==> src/rtl/fdrq_pkg.sv <==
package fdrq_pkg;
   localparam int COND_N  = 5;
   // Position of each watermark inside one FIFO's enable field
   localparam int CI_EMPTY = 0;
   localparam int CI_HALF  = 1;
   localparam int CI_NFULL = 2;
   localparam int CI_QTR   = 3;
   localparam int CI_3QTR  = 4;

   typedef logic [COND_N-1:0] cond_vec_t;
endpackage

==> src/rtl/fdrq_level_cond.sv <==
module fdrq_level_cond
   import fdrq_pkg::*;
#(
   parameter int DEPTH = 64,
   localparam int CNT_W = $clog2(DEPTH + 1)
) (
   input  logic [CNT_W-1:0] count_i,
   input  logic             flush_i,
   output logic [CNT_W-1:0] eff_o,
   output cond_vec_t        cond_o
);
   localparam logic [CNT_W-1:0] FULL_LVL = CNT_W'(DEPTH);
   localparam logic [CNT_W-1:0] Q1_LVL   = CNT_W'(DEPTH / 4);
   localparam logic [CNT_W-1:0] H_LVL    = CNT_W'(DEPTH / 2);
   localparam logic [CNT_W-1:0] Q3_LVL   = CNT_W'((3 * DEPTH) / 4);

   generate
      if (DEPTH < 4 || (DEPTH % 4) != 0) begin : g_bad_depth
         $error("fdrq_level_cond: DEPTH must be a multiple of 4, at least 4");
      end
   endgenerate

   always_comb begin
      if (flush_i)                eff_o = '0;
      else if (count_i > FULL_LVL) eff_o = FULL_LVL;
      else                         eff_o = count_i;
   end

   // Free-space thresholds expressed on the fill count
   always_comb begin
      cond_o           = '0;
      cond_o[CI_EMPTY] = (eff_o == '0);
      cond_o[CI_NFULL] = (eff_o <  FULL_LVL);
      cond_o[CI_QTR]   = (eff_o <= Q3_LVL);
      cond_o[CI_HALF]  = (eff_o <= H_LVL);
      cond_o[CI_3QTR]  = (eff_o <= Q1_LVL);
   end
endmodule

==> src/rtl/fdrq_req_gate.sv <==
module fdrq_req_gate
   import fdrq_pkg::*;
(
   input  logic      clk,
   input  logic      rst_n,
   input  cond_vec_t cond_i,
   input  cond_vec_t en_i,
   output logic      req_o
);
   logic any_hit;

   assign any_hit = |(cond_i & en_i);

   always_ff @(posedge clk or negedge rst_n) begin
      if (!rst_n) req_o <= 1'b0;
      else        req_o <= any_hit;
   end

   AST_REQ_SET: assert property (@(posedge clk) disable iff (!rst_n)
      any_hit |=> req_o);
   AST_REQ_CLR: assert property (@(posedge clk) disable iff (!rst_n)
      !any_hit |=> !req_o);
endmodule

==> src/rtl/fdrq_status_pack.sv <==
module fdrq_status_pack #(
   parameter int CNT_W  = 7,
   parameter int WORD_W = 32,
   parameter int TX_LSB = 16,
   parameter int RX_LSB = 0
) (
   input  logic              clk,
   input  logic              rst_n,
   input  logic [CNT_W-1:0]  tx_cnt_i,
   input  logic [CNT_W-1:0]  rx_cnt_i,
   output logic [WORD_W-1:0] word_o
);
   generate
      if (TX_LSB + CNT_W > WORD_W || RX_LSB + CNT_W > WORD_W) begin : g_bad_fit
         $error("fdrq_status_pack: count field exceeds word");
      end
      if (!(TX_LSB >= RX_LSB + CNT_W || RX_LSB >= TX_LSB + CNT_W)) begin : g_overlap
         $error("fdrq_status_pack: count fields overlap");
      end
   endgenerate

   logic [WORD_W-1:0] packed_w;

   always_comb begin
      packed_w = '0;
      packed_w[TX_LSB +: CNT_W] = tx_cnt_i;
      packed_w[RX_LSB +: CNT_W] = rx_cnt_i;
   end

   always_ff @(posedge clk or negedge rst_n) begin
      if (!rst_n) word_o <= '0;
      else        word_o <= packed_w;
   end
endmodule

==> src/rtl/fdrq_top.sv <==
module fdrq_top
   import fdrq_pkg::*;
#(
   parameter int DEPTH       = 64,
   parameter int EN_W        = 13,
   parameter int TX_EN_LSB   = 8,
   parameter int RX_EN_LSB   = 0,
   parameter int WORD_W      = 32,
   parameter int TX_STAT_LSB = 16,
   parameter int RX_STAT_LSB = 0,
   localparam int CNT_W      = $clog2(DEPTH + 1)
) (
   input  logic              clk,
   input  logic              rst_n,
   input  logic [CNT_W-1:0]  tx_level,
   input  logic [CNT_W-1:0]  rx_level,
   input  logic [EN_W-1:0]   cond_en,
   input  logic              tx_flush,
   input  logic              rx_flush,
   output logic              tx_dreq,
   output logic              rx_dreq,
   output logic [WORD_W-1:0] level_word
);
   localparam int N_CH = 2;   // index 0 = RX, 1 = TX
   localparam logic [CNT_W-1:0] FULL_LVL = CNT_W'(DEPTH);

   generate
      if (TX_EN_LSB + COND_N > EN_W || RX_EN_LSB + COND_N > EN_W) begin : g_bad_en
         $error("fdrq_top: enable field exceeds enable word");
      end
   endgenerate

   logic [CNT_W-1:0] lvl_a   [N_CH];
   logic             flush_a [N_CH];
   logic [CNT_W-1:0] eff_a   [N_CH];
   cond_vec_t        cond_a  [N_CH];
   logic             req_a   [N_CH];

   assign lvl_a[0]   = rx_level;
   assign lvl_a[1]   = tx_level;
   assign flush_a[0] = rx_flush;
   assign flush_a[1] = tx_flush;

   for (genvar ch = 0; ch < N_CH; ch++) begin : g_ch
      localparam int EN_LSB = (ch == 0) ? RX_EN_LSB : TX_EN_LSB;

      fdrq_level_cond #(.DEPTH(DEPTH)) u_cond (
         .count_i (lvl_a[ch]),
         .flush_i (flush_a[ch]),
         .eff_o   (eff_a[ch]),
         .cond_o  (cond_a[ch])
      );

      fdrq_req_gate u_gate (
         .clk    (clk),
         .rst_n  (rst_n),
         .cond_i (cond_a[ch]),
         .en_i   (cond_en[EN_LSB +: COND_N]),
         .req_o  (req_a[ch])
      );

      AST_EMPTY_NEST: assert property (@(posedge clk) disable iff (!rst_n)
         cond_a[ch][CI_EMPTY] |-> cond_a[ch][CI_3QTR]);
      AST_3Q_NEST: assert property (@(posedge clk) disable iff (!rst_n)
         cond_a[ch][CI_3QTR] |-> cond_a[ch][CI_HALF]);
      AST_HALF_NEST: assert property (@(posedge clk) disable iff (!rst_n)
         cond_a[ch][CI_HALF] |-> cond_a[ch][CI_QTR]);
      AST_QTR_NEST: assert property (@(posedge clk) disable iff (!rst_n)
         cond_a[ch][CI_QTR] |-> cond_a[ch][CI_NFULL]);
   end

   assign rx_dreq = req_a[0];
   assign tx_dreq = req_a[1];

   fdrq_status_pack #(
      .CNT_W  (CNT_W),
      .WORD_W (WORD_W),
      .TX_LSB (TX_STAT_LSB),
      .RX_LSB (RX_STAT_LSB)
   ) u_stat (
      .clk      (clk),
      .rst_n    (rst_n),
      .tx_cnt_i (eff_a[1]),
      .rx_cnt_i (eff_a[0]),
      .word_o   (level_word)
   );

   AST_TX_FLUSH: assert property (@(posedge clk) disable iff (!rst_n)
      tx_flush |=> (level_word[TX_STAT_LSB +: CNT_W] == '0));
   AST_RX_FLUSH: assert property (@(posedge clk) disable iff (!rst_n)
      rx_flush |=> (level_word[RX_STAT_LSB +: CNT_W] == '0));
   AST_TX_CLAMP: assert property (@(posedge clk) disable iff (!rst_n)
      (!tx_flush && tx_level > FULL_LVL) |=>
         (level_word[TX_STAT_LSB +: CNT_W] == FULL_LVL));
   AST_RX_CLAMP: assert property (@(posedge clk) disable iff (!rst_n)
      (!rx_flush && rx_level > FULL_LVL) |=>
         (level_word[RX_STAT_LSB +: CNT_W] == FULL_LVL));
endmodule

==> config.mk <==
export PLATFORM = sky130hd
export DESIGN_NAME = fdrq_top
export DESIGN_NICKNAME = d
export VERILOG_FILES = /design/src/rtl/fdrq_pkg.sv /design/src/rtl/fdrq_level_cond.sv /design/src/rtl/fdrq_req_gate.sv /design/src/rtl/fdrq_status_pack.sv /design/src/rtl/fdrq_top.sv
export SDC_FILE = /design/constraint.sdc
export NUM_CORES = 1
export LEC_CHECK = 0
export BUFFER_PORTS_ARGS = -buffer_cell sky130_fd_sc_hd__buf_2
export CORE_MARGIN = 8
export CORE_UTILIZATION = 43
export CTS_BUF_LIST = sky130_fd_sc_hd__clkbuf_8
export DETAILED_ROUTE_END_ITERATION = 16
export PLACE_DENSITY = 0.95
export SLEW_MARGIN = 30
export SYNTH_ARGS = -nofsm -noshare
export SYNTH_HDL_FRONTEND = slang
export SYNTH_SLANG_ARGS = --single-unit
==> constraint.sdc <==
create_clock -name clk -period 0.8 [get_ports clk]
set_input_delay 0.16 -clock clk [delete_from_list [all_inputs] [get_ports clk]]
set_output_delay 0.16 -clock clk [all_outputs]
set_load 0.05 [all_outputs]
# Word level (Yosys, flattened, before mapping)
# Cells that the tools add are included.
# word_totals
ff_bits	16
word_cells	23
input_bits	31
# classes
reduce_logical	4
n_lt_le_gt_ge	10
muxes	4
n_bitwise	2
# op_table
op	n
<= comparator 7 x 6 -> 1 bit (second input constant)	4
2-to-1 mux 7 bit	4
greater-than comparator 7 bit (second input constant)	2
<= comparator 7 x 5 -> 1 bit (second input constant)	2
logical NOT 7 bit	2
< comparator 7 bit (second input constant)	2
bitwise AND 5 bit	2
OR reduction 5 bit	2

# Depth between registers and ports, before layout
# logic_depth
depth_word	6
mapped_depth	4
depth_no_buf	4

# Modules after synthesis
# A second synthesis with hierarchy kept.
# unflattened
hier_cells	75
hier_area_um2	829.5
# modules_own_cells
mod	area_per_inst_um2	n_inst	cells_per_inst
fdrq_status_pack	489.2	1	33
fdrq_level_cond	123.9	2	17
fdrq_req_gate	46.3	2	4

# Least setup slack after synthesis
# OpenSTA, ideal clock, no wires.
# synth_path
path_kind	in2reg
startpoint	in rx_level[0]
endpoint	reg g_ch[0].u_gate.req_o
slack_ns	-0.380
stages	3
path_buffers	0
setup_time_ns	0.071
t_arrival_ns	1.109
required_time_ns	0.729
path_cell_list	or4_4 > a311o_1 > nand4_1
# synth_between
elab_chain_cells	6
word_cells_on_any_way	10
classes_between	order compare: 5; mux: 2; bitwise: 1; reduce/logical: 2
# synth_lines
element	line	source
start, declared	fdrq_top.sv:16	input logic [CNT_W-1:0] rx_level,
greater-than comparator 7 bit	fdrq_level_cond.sv:25	else if (count_i > FULL_LVL) eff_o = FULL_LVL;
2-to-1 mux 7 bit (*)	fdrq_level_cond.sv:25	
2-to-1 mux 7 bit (*)	fdrq_level_cond.sv:24	if (flush_i) eff_o = '0;
<= comparator 7 x 6 -> 1 bit (tied with other cells)	fdrq_level_cond.sv:35	cond_o[CI_HALF] = (eff_o <= H_LVL);
bitwise AND 5 bit (*)	fdrq_req_gate.sv:12	assign any_hit = |(cond_i & en_i);
OR reduction 5 bit (*)	fdrq_req_gate.sv:12	
via g_ch[0].u_gate.any_hit	fdrq_req_gate.sv:10	logic any_hit;
end signal, assigned	fdrq_req_gate.sv:16	else req_o <= any_hit;
end, declared	fdrq_req_gate.sv:8	output logic req_o
# Mark *: on every way through the listed nets, which the timed path passes. The rest lies on a longest branch.

# Final worst setup path
# Same ends and word-level chain as after synthesis.

==> summary.md <==
| Metric | Value |
|---|---|
| Status | `complete, but fails checks` |
| Failing checks | `negative setup slack` |
| Total number of vias | `787` |
| Worst hold path cell count | `2` |
| Routed Wire Length | `2702 um` |
| Initial antenna violation count | `0` |
| FF+latch count, synth | `16` |
| Die footprint | `3571 um2` |
| Vias in the first global route | `880` |
| Final cell count without fillers | `between 150 and 200` |
| Top cells by area, synth | `dfrtp_1 (49%), buf_4 (16%), and2_1 (8.4%)` |
| Peak VDD IR | `1320 uV` |
| First-pass GRT wire length | `4202 um` |
| Worst setup margin | `-200.3 ps` |
| Leak pwr | `around 0.65 nW` |
| Net count, final | `about 170` |
| Hold WC Path Type | `primary input to flop` |
| Max-slew violations | `0` |
| Die height | `59.76 um` |
| Final Hold Fails | `0` |
| Synth unique cells | `24` |
| Clock transition at path regs | `70 ps` |
| Iteration count of the initial detailed-routing pass | `4` |
| Routed Antenna Nets | `0` |
| CTS Root Cell | `clkbuf_8` |
| Synth Instances | `82` |
| Antenna fix cells | `0` |
| Via density per instance | `4.858` |
| IO Port Bufs | `43` |
| CTS sink cnt | `16` |
| H-tree depth | `1` |
| Worst Setup End Kind | `flop` |
| Worst-path fanout max | `3` |
| Global route total overflow | `0` |
| # placed instances | `about 160` |
| Largest net degree at the start of global routing | `17` |
| CTS tree | `done` |
| Post-synth top area share | `48.63%` |
| Register area share after synthesis | `between 40% and 50%` |
| Most common cell after layout, fill and taps aside | `buf_2` |
| Mean Syn Cell Area | `10.04 um2` |
| Synth area leader | `dfrtp_1` |
| Worst Setup SP | `rx_level[0]` |
| Core region area | `1882 um2` |
| Site row count | `16` |
| Mapped cell area | `823.3 um2` |
| Starting density of the core | `a little over two fifths` |
| Pwr Density | `about 1800 nW/um2` |
| Drt drc | `0` |
| Area Overhead vs Synth | `50.30%` |
| Highest Clock Rate | `around 1000 MHz` |
| WL/cell | `16.68 um` |
| CTS Buf Count | `3` |
| IO Pins | `65` |
| Final Total Pwr | `approximately 2.2 mW` |
| CP Class | `primary input to flop` |
| Drt initial violations | `29` |
| CTS Buffer Depth | `2` |
| GRT Util Overall | `15.80%` |
| Layout cell share with drive strength beyond 1 | `around 44%` |
| Ys Warns | `0` |
| Worst Setup Start Kind | `primary input` |
| Period minus WS final | `1000 ps` |
| DP HPWL | `1857 um` |
| Final setup viols | `18` |
| RSZ-0062 raised after global routing | `true` |
| Die W | `59.76 um` |
| Worst EP arrival | `1180 ps` |
| Max Cap Viol | `0` |
| Tcrit/Tclk final | `125.0%` |
| Worst Min Path Start | `tx_level[1]` |
| Worst EP required | `980 ps` |
| Commonest non-fill, non-tap cells in the layout | `buf_2 (25), conb_1 (18), buf_6 (18)` |
| Gpl congestion | `0.9224` |
## layout make-up
cell class	instances	area, um2
clock buffer	4	55.05
fill	137	644.4
inverter	2	7.507
multi-input combinational	63	357.8
sequential	16	400.4
tap	27	33.78
timing repair buffer	50	382.9
## worst max-delay path: stages
cell     delay, ps
buf_6           90
or4_4          550
a311o_1        280
nand4_1        100
## final timing paths
path / end
min in group asynchronous: u_stat.word_o[19]
max in group asynchronous: u_stat.word_o[6]
worst max-delay path: g_ch[0].u_gate.req_o
worst min-delay path: u_stat.word_o[17]
## where the power goes
part,switching [mW],internal (mW),leakage [nW]
sequential,0.0203,0.845,0.207
clock,0.283,0.436,0.0288
combinational,0.453,0.193,0.412
## synth_stat cells
cell / count
nor2_1: 9
a21oi_1: 2
o32ai_1: 1
a311o_1: 1
dfrtp_1: 16
o21ai_0: 3
nand3b_1: 1
and2_2: 1
and2_1: 11
or4_4: 1
buf_4: 18
inv_1: 2
or3_1: 1
or4_1: 1
o21a_1: 1
o2111ai_1: 1
o31ai_1: 1
nor4bb_1: 1
conb_1: 1
and2b_2: 1
nor2b_1: 3
nand4_1: 1
nor3_1: 2
nand2b_1: 2
## cells by family (layout without fill, tap and decap cells)
family,Yosys count,in the layout,share of synthesized area (%)
AO/OA/AOI/OAI,10,10,8.207
buffers and inverters,20,56,17.33
flip-flops,16,16,48.63
other,1,18,0.4555
AND/OR/NAND/NOR,35,35,25.38
## registers in the layout, summed over array words and instances, names as in the netlist
name and flops:
u_stat.word_o 14, g_ch.u_gate.req_o 2
## routing by layer
metal  up-vias  GRT usage [%]  wire [um]
met1       368          18.28       1125
met2        71          25.69       1230
met5         -              0          0
met3         4          5.161        282
li1        344              -          -
met4         0          7.143         63
## per-stage QoR
stage	utilization [%]	hold slack (ps)	worst slack [ps]	instance area (um2)	TNS, ps
after floorplan	-	-135.6	-296.2	890.9	-551.7
after global placement	55.78	72.76	-420.1	1050	-1245
after detailed placement	55.78	79.55	-444.5	1050	-1373
after CTS	65.56	132.1	-179.9	1234	-2457
after global routing	65.76	130.3	-250.9	1237	-3128
final	65.76	139.1	-200.3	1237	-2713
## timing repair
item / CTS / global route
setup endpoints to repair: 18 / 18
resized for setup: 36 / 1
hold endpoints to repair: 16 / 0
pin swaps: 5 / 0
buffers inserted: 0 / 0
hold buffers: 1 / 0
(Power assumes the default switching activity.)
